**src/rtl/gbfc_pkg.sv**
```systemverilog
package gbfc_pkg;
  localparam int unsigned DIGIT_W = 4;
  typedef logic [DIGIT_W-1:0] bcd_t;
  localparam bcd_t BCD_MAX = 4'd9;
endpackage

```
**src/rtl/gbfc_fb_divider.sv**
```systemverilog
module gbfc_fb_divider #(
  parameter int unsigned DIV_A = 10,
  parameter int unsigned DIV_B = 8
) (
  input  logic clk_i,
  input  logic rst_ni,
  input  logic vco_en_i,
  output logic stage_a_o,
  output logic ref_o
);
  localparam int unsigned A_W = (DIV_A > 1) ? $clog2(DIV_A) : 1;
  localparam int unsigned B_W = (DIV_B > 1) ? $clog2(DIV_B) : 1;

  logic [A_W-1:0] cnt_a_q;
  logic [B_W-1:0] cnt_b_q;
  logic           a_last, b_last, ref_q;

  assign a_last    = (cnt_a_q == A_W'(DIV_A - 1));
  assign b_last    = (cnt_b_q == B_W'(DIV_B - 1));
  assign stage_a_o = vco_en_i & a_last;

  always_ff @(posedge clk_i or negedge rst_ni) begin
    if (!rst_ni) begin
      cnt_a_q <= '0;
      cnt_b_q <= '0;
      ref_q   <= 1'b0;
    end else begin
      if (vco_en_i) cnt_a_q <= a_last ? '0 : cnt_a_q + 1'b1;
      if (stage_a_o) cnt_b_q <= b_last ? '0 : cnt_b_q + 1'b1;
      ref_q <= stage_a_o & b_last;
    end
  end

  assign ref_o = ref_q;
endmodule

```
**src/rtl/gbfc_gate_timer.sv**
```systemverilog
module gbfc_gate_timer #(
  parameter int unsigned GATE_TICKS = 4
) (
  input  logic clk_i,
  input  logic rst_ni,
  input  logic start_i,
  input  logic tick_i,
  output logic gate_o,
  output logic close_o
);
  localparam int unsigned T_W = $clog2(GATE_TICKS + 1);

  logic [T_W-1:0] tcnt_q;
  logic           gate_q, last;

  assign last    = (tcnt_q == T_W'(GATE_TICKS - 1));
  // restart wins over close
  assign close_o = gate_q & tick_i & last & ~start_i;

  always_ff @(posedge clk_i or negedge rst_ni) begin
    if (!rst_ni) begin
      gate_q <= 1'b0;
      tcnt_q <= '0;
    end else if (start_i) begin
      gate_q <= 1'b1;
      tcnt_q <= '0;
    end else if (gate_q && tick_i) begin
      if (last) begin
        gate_q <= 1'b0;
        tcnt_q <= '0;
      end else begin
        tcnt_q <= tcnt_q + 1'b1;
      end
    end
  end

  assign gate_o = gate_q;
endmodule

```
**src/rtl/gbfc_bcd_chain.sv**
```systemverilog
module gbfc_bcd_chain
  import gbfc_pkg::*;
#(
  parameter int unsigned NUM_DIGITS = 4
) (
  input  logic                          clk_i,
  input  logic                          rst_ni,
  input  logic                          clr_i,
  input  logic                          inc_i,
  output logic [NUM_DIGITS*DIGIT_W-1:0] value_o
);
  logic [NUM_DIGITS-1:0] carry;
  assign carry[0] = inc_i;

  for (genvar i = 0; i < NUM_DIGITS; i++) begin : g_dec
    bcd_t d_q;
    logic wrap;
    assign wrap = (d_q == BCD_MAX);

    always_ff @(posedge clk_i or negedge rst_ni) begin
      if (!rst_ni)       d_q <= '0;
      else if (clr_i)    d_q <= '0;
      else if (carry[i]) d_q <= wrap ? '0 : d_q + 1'b1;
    end

    // top decade carry is dropped
    if (i < NUM_DIGITS - 1) begin : g_c
      assign carry[i+1] = carry[i] & wrap;
    end

    assign value_o[i*DIGIT_W +: DIGIT_W] = d_q;
  end
endmodule

```
**src/rtl/gated_bcd_freq_counter.sv**
```systemverilog
module gated_bcd_freq_counter
  import gbfc_pkg::*;
#(
  parameter int unsigned NUM_DIGITS = 4,
  parameter int unsigned DIV_A      = 10,
  parameter int unsigned DIV_B      = 8,
  parameter int unsigned GATE_TICKS = 4
) (
  input  logic                          clk_i,
  input  logic                          rst_ni,
  input  logic                          vco_en_i,
  input  logic                          tick_i,
  input  logic                          end_pol_i,
  input  logic                          clr_i,
  input  logic                          res_fine_i,
  output logic                          ref_o,
  output logic                          gate_o,
  output logic                          rdy_o,
  output logic [NUM_DIGITS*DIGIT_W-1:0] digits_o
);
  localparam int unsigned VAL_W = NUM_DIGITS * DIGIT_W;

  logic             stage_a, gate, close, cnt_src, close_q, rdy_q;
  logic [VAL_W-1:0] cnt_val, disp_q;

  gbfc_fb_divider #(.DIV_A(DIV_A), .DIV_B(DIV_B)) u_div (
    .clk_i    (clk_i),
    .rst_ni   (rst_ni),
    .vco_en_i (vco_en_i),
    .stage_a_o(stage_a),
    .ref_o    (ref_o)
  );

  gbfc_gate_timer #(.GATE_TICKS(GATE_TICKS)) u_gate (
    .clk_i  (clk_i),
    .rst_ni (rst_ni),
    .start_i(end_pol_i),
    .tick_i (tick_i),
    .gate_o (gate),
    .close_o(close)
  );

  assign cnt_src = res_fine_i ? vco_en_i : stage_a;

  gbfc_bcd_chain #(.NUM_DIGITS(NUM_DIGITS)) u_cnt (
    .clk_i  (clk_i),
    .rst_ni (rst_ni),
    .clr_i  (end_pol_i | clr_i),
    .inc_i  (gate & cnt_src),
    .value_o(cnt_val)
  );

  always_ff @(posedge clk_i or negedge rst_ni) begin
    if (!rst_ni) begin
      close_q <= 1'b0;
      rdy_q   <= 1'b0;
      disp_q  <= '0;
    end else begin
      close_q <= close;
      rdy_q   <= close_q;
      if (close_q) disp_q <= cnt_val;
    end
  end

  assign gate_o   = gate;
  assign rdy_o    = rdy_q;
  assign digits_o = disp_q;
endmodule

```
**config.mk**
```make
export PLATFORM = sky130hd
export DESIGN_NAME = gated_bcd_freq_counter
export DESIGN_NICKNAME = d
export VERILOG_FILES = /design/src/rtl/gbfc_pkg.sv /design/src/rtl/gbfc_fb_divider.sv /design/src/rtl/gbfc_gate_timer.sv /design/src/rtl/gbfc_bcd_chain.sv /design/src/rtl/gated_bcd_freq_counter.sv
export SDC_FILE = /design/constraint.sdc
export NUM_CORES = 1
export LEC_CHECK = 0
export ABC_CLOCK_PERIOD_IN_PS = 2900
export BUFFER_PORTS_ARGS = -buffer_cell sky130_fd_sc_hd__buf_4
export CAP_MARGIN = 20
export CELL_PAD_IN_SITES_DETAIL_PLACEMENT = 1
export CELL_PAD_IN_SITES_GLOBAL_PLACEMENT = 1
export CORE_MARGIN = 2
export CORE_UTILIZATION = 25
export DETAILED_ROUTE_END_ITERATION = 10
export PLACE_DENSITY = 0.45
export SYNTH_ARGS = -nofsm -noshare
export SYNTH_HDL_FRONTEND = slang
export SYNTH_SLANG_ARGS = --single-unit
```
**constraint.sdc**
```tcl
create_clock -name clk_i -period 2.9 [get_ports clk_i]
set_input_delay 0.435 -clock clk_i [delete_from_list [all_inputs] [get_ports clk_i]]
set_output_delay 0.435 -clock clk_i [all_outputs]
set_load 0.01 [all_outputs]
```
# == Yosys cells after proc, flatten, opt, wreduce, memory -nomap -nowiden ==
# Cells that the tools add are included.
# word_totals
ff_bits,46
mem_count,0
latch_bits,0
ram_bits,0
wordCells,66
out_inout_bits,19
rom_bits,0
# classes
shift,0
mux,21
n_div,0
order_cmp,0
n_reduce_logical,8
n_mul,0
addsub,7
n_eq_ne,7
bitwise,11
# ops
op,n
$mux W4,13
$add A4 B1 Y4 const B,5
$eq A4 B4 Y1 const B,5
$mux W3,4
$reduce_bool A2 Y1,6
$and A1 B1 Y1,9
$add A3 B1 Y3 const B,2
$mux W1,4
$eq A3 B2 Y1 const B,1
$eq A3 B3 Y1 const B,1
$reduce_and A2 Y1,1
$logic_and A1 B1 Y1,1
$not A1 Y1,1
$or A1 B1 Y1,1

# == Depth between registers and ports, before layout ==
# Gate-level depths: netlist of the first run.
# logic_depth
depth_word,9
ltp_mapped,7

# == Hierarchy ==
# From an unflattened synthesis of the first run, not the netlist that was laid out.
# hier_totals
cells_unflattened,180
hier_area_um2,2243.4
# modules_own_cells
module,instances,area_per_inst_um2,seq_area_each_um2,cells_each
gbfc_bcd_chain,1,943.4,400.4,95
gated_bcd_freq_counter,1,721.9,450.4,39
gbfc_fb_divider,1,371.6,200.2,28
gbfc_gate_timer,1,206.4,100.1,18

# == Worst setup path before layout of the first run ==
# OpenSTA, ideal clock, no wires.
# synth_timing
path_type,register to register
startpoint,register u_cnt.g_dec[0].d_q[1]
endpoint,register u_cnt.g_dec[1].d_q[3]
synth_period_minus_slack_ps,1634
path_buffers,0
slack_ps,1266
stages_incl_launch_ff,7
arrival_ps,1552
t_required_ps,2818
path_cell_list,dfrtp_1 > inv_1 > ha_1 > and3b_1 > o211ai_4 > or4_1 > a31oi_1
# synth_between
elab_chain_len,3
# synth_rtl
item,line_no,rtl
"start, declared",gbfc_bcd_chain.sv:16,bcd_t d_q;
"start signal, assigned",gbfc_bcd_chain.sv:23,else if (carry[i]) d_q <= wrap ? '0 : d_q + 1'b1;
$eq A4 B4 Y1,gbfc_bcd_chain.sv:18,assign wrap = (d_q == BCD_MAX);
$and A1 B1 Y1,gbfc_bcd_chain.sv:28,assign carry[i+1] = carry[i] & wrap;
$reduce_bool A2 Y1 (no source line),--,
"end signal, assigned",gbfc_bcd_chain.sv:23,
"end, declared",gbfc_bcd_chain.sv:16,
# No other way between the ends.
# A chain may end at the register's enable or synchronous reset.

# == Worst setup path in the final report of the first run ==
# layout_timing
startpoint,register u_cnt.g_dec[0].d_q[1]
endpoint,register u_cnt.g_dec[2].d_q[2]
# layout_between
elab_chain_len,4
# layout_rtl
item,line_no
$eq A4 B4 Y1,gbfc_bcd_chain.sv:18
$and A1 B1 Y1 (2 in a row),gbfc_bcd_chain.sv:28
$reduce_bool A2 Y1 (no source line),--
"end signal, assigned",gbfc_bcd_chain.sv:23
"end, declared",gbfc_bcd_chain.sv:16
# No other way between the ends.

==> out/metrics.cfg, run 1 <==
[final_layout]
drive_gt1_share_pct=25.9
diodes=0
syn_to_final_growth_pct=18.4
fin_util_pct=30.0
multi_input_area_sq_um=970
regArea_sq_um=1150
final_nets=237
fill_cells=980
final_cell_count_no_fill=328

[flow_run]
cap_violations=0

[worst_hold_path]
hold_path.class=in -> async

[synth]
synth_top_area_share_pct=52.8
synth_edf_count=0
syn_nets=209
ys_seq_area_share_pct=52.8
synthArstFlopShare_pct=100
syn_inst=191
syn_avg_cell_area_sq_um=11.4
synth_commonest_cells=dfrtp_1, mux2_2, nand2_1
synth-seq-cells=46
yosys_most_used_dff=dfrtp_1
synth_area_leaders=dfrtp_1, mux2_2, ha_1
yosysWarnings=0
netlist_area_sq_um=2180
ys_types=40
synth.most_common_cell=dfrtp_1
synth_largest_area_cell=dfrtp_1

[critical_path]
worstSetupPathType=reg -> reg
cp.arrival_ns=2.21
cp_data_required_time_ns=3.12
end_kind=flip-flop
reg2regPathDepth=6
startpoint_type=flip-flop
path_max_fanout=13

[timing]
max-slew-margin-rel_pct=46.1
drv_slew=0
tightest_slew_ns=0.808
hold_viol=0
setup_viol=0
finalCritPeriodShare_pct=68.5
clock.fmax_mhz=504
tns_ns=0
layout_min_cycle_time_ns=1.99
skew_ns=0.00866
rsz0062_at_grt=no

[pwr]
p_leak_nw=1.20
vdd_drop_max_mv=0.163
powerDensity_nw_per_um2=505
p_total_mw=1.30

[global_routing]
grt_pass1_vias=1601
grt_pass1_wl_microns=7940
grt_max_degree=47
antenna_found_initial=0
overflow=0
grt_usage_pct=10.4

[routing]
routed_wirelength_microns=4520
viasPerCell=4.59
routedWlPerCell_microns=13.8
vias=1504
post-route-drc-count=0
ant_nets=0
drt_iter0_drc=36
dr.pass1.iters=4

[clock_tree]
clk_path_buf_depth=2
clkTransAtPathRegs_ns=0.09
cts_buffers=5
htreeDepth=2
clk_latency_ns=0.30
clock-sinks=46
cts_tree=done
cts_resized=0
cts_setup_buffers=0
cts-root-buf=clkbuf_8
postCtsHoldBufs=0

[outcome]
status=finished clean

[place]
placed_cells=320
gp_congestion=0.689
portBuffers=25
place_hpwl_microns=3120

[die]
std_cell_rows=34
die_h_microns=97.3
die_width_microns=97.3
pin_count=26
core_area_sq_um=8590
initial_core_util_pct=25.3
die-area_sq_um=9480

critical path, stage by stage (launching register included):
cell and delay, ns:
dfrtp_1 0.44, inv_1 0.08, ha_1 0.15, and4bb_2 0.24, o2111ai_2 0.30, or4b_1 0.56, a21oi_1 0.15
final cells by class:
cell class | instances | share of cell area [%]
inverters | 10 | 1.45
clock inverters | 1 | 0.194
flip-flops and latches | 46 | 44.6
clock buffers | 7 | 3.35
well taps | 108 | 5.24
multi-input cells | 130 | 37.6
repair buffers | 26 | 7.57
power breakdown:
group / internal (mW) / switching, mW / leakage [nW]
Combinational: 0.0746 / 0.0777 / 0.525
Sequential: 0.688 / 0.0488 / 0.626
Clock: 0.193 / 0.220 / 0.0482
Total: 0.956 / 0.346 / 1.20
registers in the layout (all words and copies together), names as in the netlist:
name,cells
digits_o,16
u_cnt.g_dec.d_q,16
u_div.cnt_a_q,4
u_div.cnt_b_q,3
u_gate.tcnt_q,3
close_q,1
rdy_o,1
u_div.ref_o,1
u_gate.gate_o,1
final timing paths:
kind,endpoint,from,slack (ns)
worst min-delay path,rdy_o,rst_ni,0.14
min in group clk_i,u_div.cnt_a_q[0],vco_en_i,0.33
max in group asynchronous,digits_o[11],rst_ni,2.34
worst max-delay path,u_cnt.g_dec[2].d_q[2],u_cnt.g_dec[0].d_q[1],0.91
worst min register to register,u_div.cnt_b_q[1],u_div.cnt_b_q[1],0.50
worst max register to register,u_cnt.g_dec[2].d_q[2],u_cnt.g_dec[0].d_q[1],0.91
through the flow:
stage               cell area, sq um  hold WS (ns)  setup WS, ns
floorplan                       2180         0.139          1.27
global placement                2490         0.477         0.918
detailed placement              2490         0.492         0.906
CTS                             2580         0.172         0.867
global route                    2580         0.181         0.672
finish                          2580         0.144         0.914
cell usage in the layout (no fill, tap or decap), drive strengths merged:
| cell type | instances |
|---|---|
| dfrtp | 46 |
| buf | 26 |
| mux2 | 18 |
| nand2 | 13 |
| o21ai | 12 |
| ha | 11 |
| inv | 10 |
| nor2 | 10 |
| a21oi | 10 |
| nand3 | 7 |
| clkbuf | 7 |
| nor2b | 6 |
| a21o | 5 |
| nor3 | 4 |
| or3 | 4 |
| or4 | 3 |
| nor3b | 3 |
| xnor2 | 2 |
| and2 | 2 |
| or2 | 2 |
| mux2i | 2 |
| o31ai | 2 |
| and4bb | 2 |
| or3b | 1 |
| xor2 | 1 |
| and3b | 1 |
| a22oi | 1 |
| o2111ai | 1 |
| nor4 | 1 |
| or4b | 1 |
| o211ai | 1 |
| and3 | 1 |
| a311oi | 1 |
| a221o | 1 |
| a31oi | 1 |
| clkinv | 1 |
layer usage:
| metal | track usage [%] | vias to the layer above | share of wire, % |
|---|---|---|---|
| met1 | 14.0 | 752 | 49 |
| li1 | - | 729 | - |
| met2 | 16.5 | 18 | 46 |
| met5 | 0 | - | 0 |
| met4 | 3.21 | 0 | 1.5 |
| met3 | 2.66 | 5 | 3.1 |
logic make-up (layout without fill, tap and decap cells):
logic type,count (synthesis),in the layout,share of synthesized area [%]
AO/OA/AOI/OAI,35,35,10.8
AND/OR/NAND/NOR,61,61,16.0
buffers and inverters,15,44,2.64
multiplexers,20,20,10.2
XOR/XNOR,3,3,1.21
flip-flops,46,46,52.8
adder cells (fa/ha/maj),11,11,6.32
Note: power is estimated with default switching activity, not from simulation.
==> inputs of run 2 (changes only) <==
--- a/config.mk
+++ b/config.mk
@@ -5,7 +5,7 @@
 export SDC_FILE = /design/constraint.sdc
 export NUM_CORES = 1
 export LEC_CHECK = 0
-export ABC_CLOCK_PERIOD_IN_PS = 2900
+export ABC_CLOCK_PERIOD_IN_PS = 1900
 export BUFFER_PORTS_ARGS = -buffer_cell sky130_fd_sc_hd__buf_4
 export CAP_MARGIN = 20
 export CELL_PAD_IN_SITES_DETAIL_PLACEMENT = 1
==> constraint.sdc (replaced) <==
create_clock -name clk_i -period 1.9 [get_ports clk_i]
set_input_delay 0.285 -clock clk_i [delete_from_list [all_inputs] [get_ports clk_i]]
set_output_delay 0.285 -clock clk_i [all_outputs]
set_load 0.01 [all_outputs]
==> out/metrics.cfg, run 2 (same netlist as run 1, synthesis figures left out) <==
[pwr]
switchingPower_mw=0.548  ; was 0.346 mW
p_int_mw=1.48  ; was 0.956 mW
p_total_mw=2.02  ; was 1.30 mW
combPwrFrac_pct=13.5  ; was 11.7%
powerDensity_nw_per_um2=756  ; was 505 nW/um^2
pwr-share-seq_pct=54.9  ; was 56.6%
p_leak_nw=1.26  ; was 1.20 nW
vdd_drop_max_mv=0.256  ; was 0.163 mV
clkPwrFrac_pct=31.6  ; was 31.7%
swShare_pct=27.1  ; was 26.6%

[routing]
ant_nets=0  ; unchanged
drt_iter0_drc=23  ; was 36
vias=1550  ; was 1504
viasPerCell=4.57  ; was 4.59
dr_wl_met3_microns=156  ; was 140 microns
post-route-drc-count=0  ; unchanged
dr.max_layer_used=met4  ; unchanged
routed_wirelength_microns=4840  ; was 4520 microns
wl_met1_microns=2260  ; was 2230 microns
wl_met2_microns=2350  ; was 2080 microns
dr.pass1.iters=2  ; was 4
routedWlPerCell_microns=14.3  ; was 13.8 microns

[timing]
drv_slew=0  ; unchanged
hold_ws_ns=-0.00921  ; was 0.144 ns
rsz0062_at_grt=no  ; unchanged
clock.fmax_mhz=582  ; was 504 MHz
tightest_slew_ns=0.612  ; was 0.808 ns
layout_min_cycle_time_ns=1.72  ; was 1.99 ns
max-slew-margin-rel_pct=59.2  ; was 46.1%
setup_viol=0  ; unchanged
hold_viol=14  ; was 0
finalCritPeriodShare_pct=90.4  ; was 68.5%
tns_ns=0  ; unchanged
skew_ns=0.0140  ; was 0.00866 ns

[final_layout]
syn_to_final_growth_pct=22.9  ; was 18.4%
final_cell_count_no_fill=339  ; was 328
drive_gt1_share_pct=30.3  ; was 25.9%
fill_cells=995  ; was 980
layout_common_cells=dfrtp_1, buf_4, mux2_2  ; unchanged
final_nets=248  ; was 237
layout_commonest_cell=dfrtp_1  ; unchanged
diodes=0  ; unchanged

[clock_tree]
clock-sinks=46  ; unchanged
cts_buffers=5  ; unchanged
clk_path_buf_depth=2  ; unchanged
cts_setup_buffers=0  ; unchanged
clk_latency_ns=0.31  ; was 0.30 ns
htreeDepth=2  ; unchanged
cts-root-buf=clkbuf_8  ; unchanged
clkTransAtPathRegs_ns=0.10  ; was 0.09 ns
cts_tree=done  ; unchanged

[critical_path]
worstSetupPathType=reg -> reg  ; unchanged
cp_cell_sequence=inv_1 > ha_1 > and4bb_2 > o2111ai_4 > a21o_1 > a221o_1  ; was inv_1 > ha_1 > and4bb_2 > o2111ai_2 > or4b_1 > a21oi_1
end_kind=flip-flop  ; unchanged
critical-path-slowest-cell=dfrtp_1  ; was or4b_1
regToRegEndpoint=u_cnt.g_dec[3].d_q[3]  ; was u_cnt.g_dec[2].d_q[2]
path_max_fanout=6  ; was 13
timing.rr.start=u_cnt.g_dec[0].d_q[1]  ; unchanged
reg2regPathDepth=6  ; unchanged
rrSetupSlack_ns=0.18  ; was 0.91 ns
startpoint_type=flip-flop  ; unchanged
max_stage_delay_ns=0.39  ; was 0.56 ns
cp_data_required_time_ns=2.10  ; was 3.12 ns
cp.arrival_ns=1.92  ; was 2.21 ns

[outcome]
status=finished, violations left  ; was finished clean
violations=negative hold slack

[place]
placed_cells=331  ; was 320
place_hpwl_microns=3360  ; was 3120 microns
portBuffers=25  ; unchanged
gp_congestion=0.725  ; was 0.689

[die]
core_area_sq_um=8590  ; unchanged
die_width_microns=97.3  ; unchanged
die-area_sq_um=9480  ; unchanged
std_cell_rows=34  ; unchanged
initial_core_util_pct=25.3  ; unchanged
die_h_microns=97.3  ; unchanged
pin_count=26  ; unchanged

[worst_hold_path]
hold_path.class=in -> async  ; unchanged

[global_routing]
antenna_found_initial=0  ; unchanged
grt_pass1_vias=1686  ; was 1601
overflow=0  ; unchanged
grt_pass1_wl_microns=8470  ; was 7940 microns
grt_usage_pct=11.1  ; was 10.4%
grt_max_degree=47  ; unchanged

[flow_run]
cap_violations=0  ; unchanged

-- run 2: changes by cell type in the layout (fill, tap and decap cells not counted), sizes merged --
cell	delta
buf	+11
-- run 2: how the worst max path moves through the flow --
stage	start	end	slack (ns)	cells after the start
after floorplan	u_cnt.g_dec[0].d_q[1]	u_cnt.g_dec[1].d_q[3]	0.27	6
after global placement	u_cnt.g_dec[0].d_q[1]	u_cnt.g_dec[1].d_q[3]	0.15	6
after detailed placement	u_cnt.g_dec[0].d_q[1]	u_cnt.g_dec[1].d_q[3]	0.11	6
after CTS	u_cnt.g_dec[0].d_q[1]	u_cnt.g_dec[1].d_q[3]	0.11	6
after global routing	u_cnt.g_dec[0].d_q[1]	u_cnt.g_dec[2].d_q[2]	0.01	6
final	u_cnt.g_dec[0].d_q[1]	u_cnt.g_dec[3].d_q[3]	0.18	6
-- run 2: per-stage QoR --
step / area, sq um / hold slack, ns / setup WS [ns] / utilization (%)
detailed placement: 2570 / 0.356 / 0.115 / 29.9
global placement: 2570 / 0.359 / 0.155 / 29.9
CTS: 2660 / 0.0196 / 0.111 / 31.0
global route: 2680 / 0.0468 / 0.0113 / 31.1
finish: 2680 / -0.00921 / 0.182 / 31.1
floorplan: 2180 / -0.0106 / 0.266 / -
-- run 2: layout make-up --
cell class	instances	area, sq um	share of cell area [%]
Clock buffer	7	86.3	3.23
Clock inverter	1	5.00	0.187
Inverter	10	37.5	1.40
Multi-Input combinational cell	130	983	36.7
Sequential cell	46	1150	43.0
Tap cell	108	135	5.05
Timing Repair Buffer	37	278	10.4
-- run 2: repair_timing --
item                                    4_1_cts  5_1_grt
endpoints found under the hold margin         0        0
gates resized for setup                       0        3
endpoints found under the setup margin        0        3
hold buffers                                  0        0
-- run 2: worst max-delay path, delay by kind of cell, from the launching register on --
| family | cells | cell delay (ns) |
|---|---|---|
| and+or+nand+nor | 1 | 0.26 |
| adders and majority gates | 1 | 0.15 |
| buffers and inverters | 1 | 0.06 |
| AOI/OAI and AO/OA | 3 | 0.76 |
| DFF | 1 | 0.39 |
-- run 2: per-layer routing --
layer	global-route usage (%)	vias to the layer above
li1	-	749
met2	17.9	18
met3	2.52	8
met5	0	-
met4	3.53	0
met1	14.9	775
-- run 2: power groups by stage --
stage | Combinational, mW | Clock, mW | Sequential, mW
3_3_place_gp | 0.276 | 0 | 1.13
2_1_floorplan | 0.173 | 0 | 1.13
4_1_cts | 0.281 | 0.676 | 1.11
3_5_place_dp | 0.281 | 0 | 1.13
6_report | 0.273 | 0.640 | 1.11
5_1_grt | 0.314 | 0.708 | 1.13
==> inputs of run 3 (changes only) <==
--- a/config.mk
+++ b/config.mk
@@ -5,7 +5,7 @@
 export SDC_FILE = /design/constraint.sdc
 export NUM_CORES = 1
 export LEC_CHECK = 0
-export ABC_CLOCK_PERIOD_IN_PS = 1900
+export ABC_CLOCK_PERIOD_IN_PS = 1800
 export BUFFER_PORTS_ARGS = -buffer_cell sky130_fd_sc_hd__buf_4
 export CAP_MARGIN = 20
 export CELL_PAD_IN_SITES_DETAIL_PLACEMENT = 1
@@ -13,6 +13,7 @@
 export CORE_MARGIN = 2
 export CORE_UTILIZATION = 25
 export DETAILED_ROUTE_END_ITERATION = 10
+export HOLD_SLACK_MARGIN = 0.02
 export PLACE_DENSITY = 0.45
 export SYNTH_ARGS = -nofsm -noshare
 export SYNTH_HDL_FRONTEND = slang
==> constraint.sdc (replaced) <==
create_clock -name clk_i -period 1.8 [get_ports clk_i]
set_input_delay 0.27 -clock clk_i [delete_from_list [all_inputs] [get_ports clk_i]]
set_output_delay 0.27 -clock clk_i [all_outputs]
set_load 0.01 [all_outputs]
==> out/metrics.cfg, run 3 (same netlist as run 1, synthesis figures left out) <==
[die]
std_cell_rows=34  ; unchanged
core_area_sq_um=8590  ; unchanged
initial_core_util_pct=25.3  ; unchanged
pin_count=26  ; unchanged
die-area_sq_um=9480  ; unchanged
die_h_microns=97.3  ; unchanged
die_width_microns=97.3  ; unchanged

[critical_path]
critical-path-slowest-cell=or4b_4  ; was dfrtp_1
critPathBufInv=1  ; unchanged
cp_data_required_time_ns=2.03  ; was 2.10 ns
path_max_fanout=6  ; unchanged
end_kind=flip-flop  ; unchanged
startpoint_type=flip-flop  ; unchanged
cp.arrival_ns=1.95  ; was 1.92 ns
cp_cell_sequence=inv_1 > ha_1 > and4bb_2 > o2111ai_4 > or4b_4 > a21oi_2  ; was inv_1 > ha_1 > and4bb_2 > o2111ai_4 > a21o_1 > a221o_1
worstSetupPathType=reg -> reg  ; unchanged
rrSetupSlack_ns=0.08  ; was 0.18 ns
max_stage_delay_ns=0.52  ; was 0.39 ns
path_delay_family=simple AND/OR/NAND/NOR gates  ; was compound AO/OA/AOI/OAI gates

[clock_tree]
clock-sinks=46  ; unchanged
cts_setup_buffers=0  ; unchanged
htreeDepth=2  ; unchanged
cts_buffers=5  ; unchanged
clk_path_buf_depth=2  ; unchanged
clkTransAtPathRegs_ns=0.09  ; was 0.10 ns
clk_latency_ns=0.30  ; was 0.31 ns
cts_tree=done  ; unchanged
cts-root-buf=clkbuf_8  ; unchanged

[routing]
dr.max_layer_used=met4  ; unchanged
wl_met2_microns=2160  ; was 2350 microns
post-route-drc-count=0  ; unchanged
vias=1569  ; was 1550
routedWlPerCell_microns=13.8  ; was 14.3 microns
routed_wirelength_microns=4720  ; was 4840 microns
dr.pass1.iters=4  ; was 2
ant_nets=0  ; unchanged
wl_met1_microns=2320  ; was 2260 microns
dr_wl_met3_microns=165  ; was 156 microns
drt_iter0_drc=28  ; was 23
viasPerCell=4.57  ; about the same

[timing]
finalCritPeriodShare_pct=95.5  ; was 90.4%
tightest_slew_ns=0.609  ; was 0.612 ns
max-slew-margin-rel_pct=59.4  ; was 59.2%
drv_slew=0  ; unchanged
layout_min_cycle_time_ns=1.72  ; about the same
skew_ns=0.00950  ; was 0.0140 ns
setup_viol=0  ; unchanged
hold_viol=0  ; was 14
final.setup.worst_slack_ns=0.0815  ; was 0.182 ns
clock.fmax_mhz=582  ; about the same
hold_ws_ns=0.157  ; was -0.00921 ns

[pwr]
clkPwrFrac_pct=30.2  ; was 31.6%
switchingPower_mw=0.566  ; was 0.548 mW
powerDensity_nw_per_um2=781  ; was 756 nW/um^2
pwr-share-seq_pct=54.8  ; was 54.9%
p_leak_nw=1.28  ; was 1.26 nW
swShare_pct=26.6  ; was 27.1%
combPwrFrac_pct=15.0  ; was 13.5%
vdd_drop_max_mv=0.293  ; was 0.256 mV
p_int_mw=1.56  ; was 1.48 mW

[flow_run]
cap_violations=0  ; unchanged

[global_routing]
grt_max_degree=47  ; unchanged
antenna_found_initial=0  ; unchanged
grt_pass1_wl_microns=8180  ; was 8470 microns
grt_usage_pct=10.7  ; was 11.1%
overflow=0  ; unchanged
grt_pass1_vias=1603  ; was 1686

[outcome]
status=finished clean  ; was finished, violations left

[final_layout]
layout_commonest_cell=dfrtp_1  ; unchanged
final_nets=254  ; was 248
diodes=0  ; unchanged
layout_common_cells=dfrtp_1, buf_4, mux2_2  ; unchanged
syn_to_final_growth_pct=25.0  ; was 22.9%
drive_gt1_share_pct=32.3  ; was 30.3%

[place]
place_hpwl_microns=3300  ; was 3360 microns
portBuffers=25  ; unchanged
gp_congestion=0.777  ; was 0.725
pre_cts_ws_ns=0.0679  ; was 0.115 ns

[worst_hold_path]
hold_path.class=in -> reg  ; was in -> async

-- run 3: layout make-up --
| type | instances | area, sq um |
|---|---|---|
| clock buffer | 6 | 82.6 |
| fill | 971 | 5870 |
| inverter | 10 | 37.5 |
| multi-input combinational | 130 | 992 |
| sequential | 46 | 1150 |
| tap | 108 | 135 |
| timing repair buffer | 43 | 325 |
-- run 3: power by group through the flow --
| stage | sequential, mW | clock (mW) | combinational, mW |
|---|---|---|---|
| floorplan | 1.19 | 0 | 0.182 |
| global placement | 1.18 | 0 | 0.320 |
| detailed placement | 1.19 | 0 | 0.324 |
| CTS | 1.17 | 0.684 | 0.327 |
| global route | 1.18 | 0.717 | 0.365 |
| finish | 1.17 | 0.643 | 0.319 |
-- run 3: worst paths after layout --
kind                                       start                     to  cells after the start
max                        u_cnt.g_dec[0].d_q[1]  u_cnt.g_dec[2].d_q[2]                      6
min in group asynchronous                 rst_ni                  rdy_o                      2
max in group asynchronous                 rst_ni  u_cnt.g_dec[0].d_q[2]                      2
min                                     vco_en_i       u_div.cnt_a_q[0]                      2
min reg2reg                     u_gate.tcnt_q[2]       u_gate.tcnt_q[2]                      2
max reg2reg                u_cnt.g_dec[0].d_q[1]  u_cnt.g_dec[2].d_q[2]                      6
-- run 3: worst register-to-register path: cells and delay by family (launching register included) --
family	cells	cell delay, ns
AOI/OAI and AO/OA	2	0.30
DFF	1	0.38
and+or+nand+nor	2	0.78
buffers and inverters	1	0.05
adders and majority gates	1	0.14
-- run 3: routing by layer --
layer  track usage (%)  vias up
met4              3.21        0
met5                 0        -
met3              2.88        6
met2              17.1       18
li1                  -      764
met1              14.3      781
-- run 3: through the flow --
| step | std cells | power (mW) | utilization [%] | TNS (ns) | instance area (sq um) |
|---|---|---|---|---|---|
| global route | 343 | 2.27 | 31.7 | -0.0142 | 2720 |
| floorplan | 191 | 1.37 | - | 0 | 2180 |
| detailed placement | 336 | 1.51 | 30.4 | 0 | 2610 |
| global placement | 336 | 1.50 | 30.4 | 0 | 2610 |
| finish | 343 | 2.13 | 31.7 | 0 | 2720 |
| CTS | 343 | 2.18 | 31.4 | 0 | 2700 |
-- run 3: repair_timing --
action | 4_1_cts | 5_1_grt
resized for setup | 0 | 5
hold buffers | 1 | 0
endpoints found under the setup margin | 0 | 6
hold endpoints to repair | 33 | 0
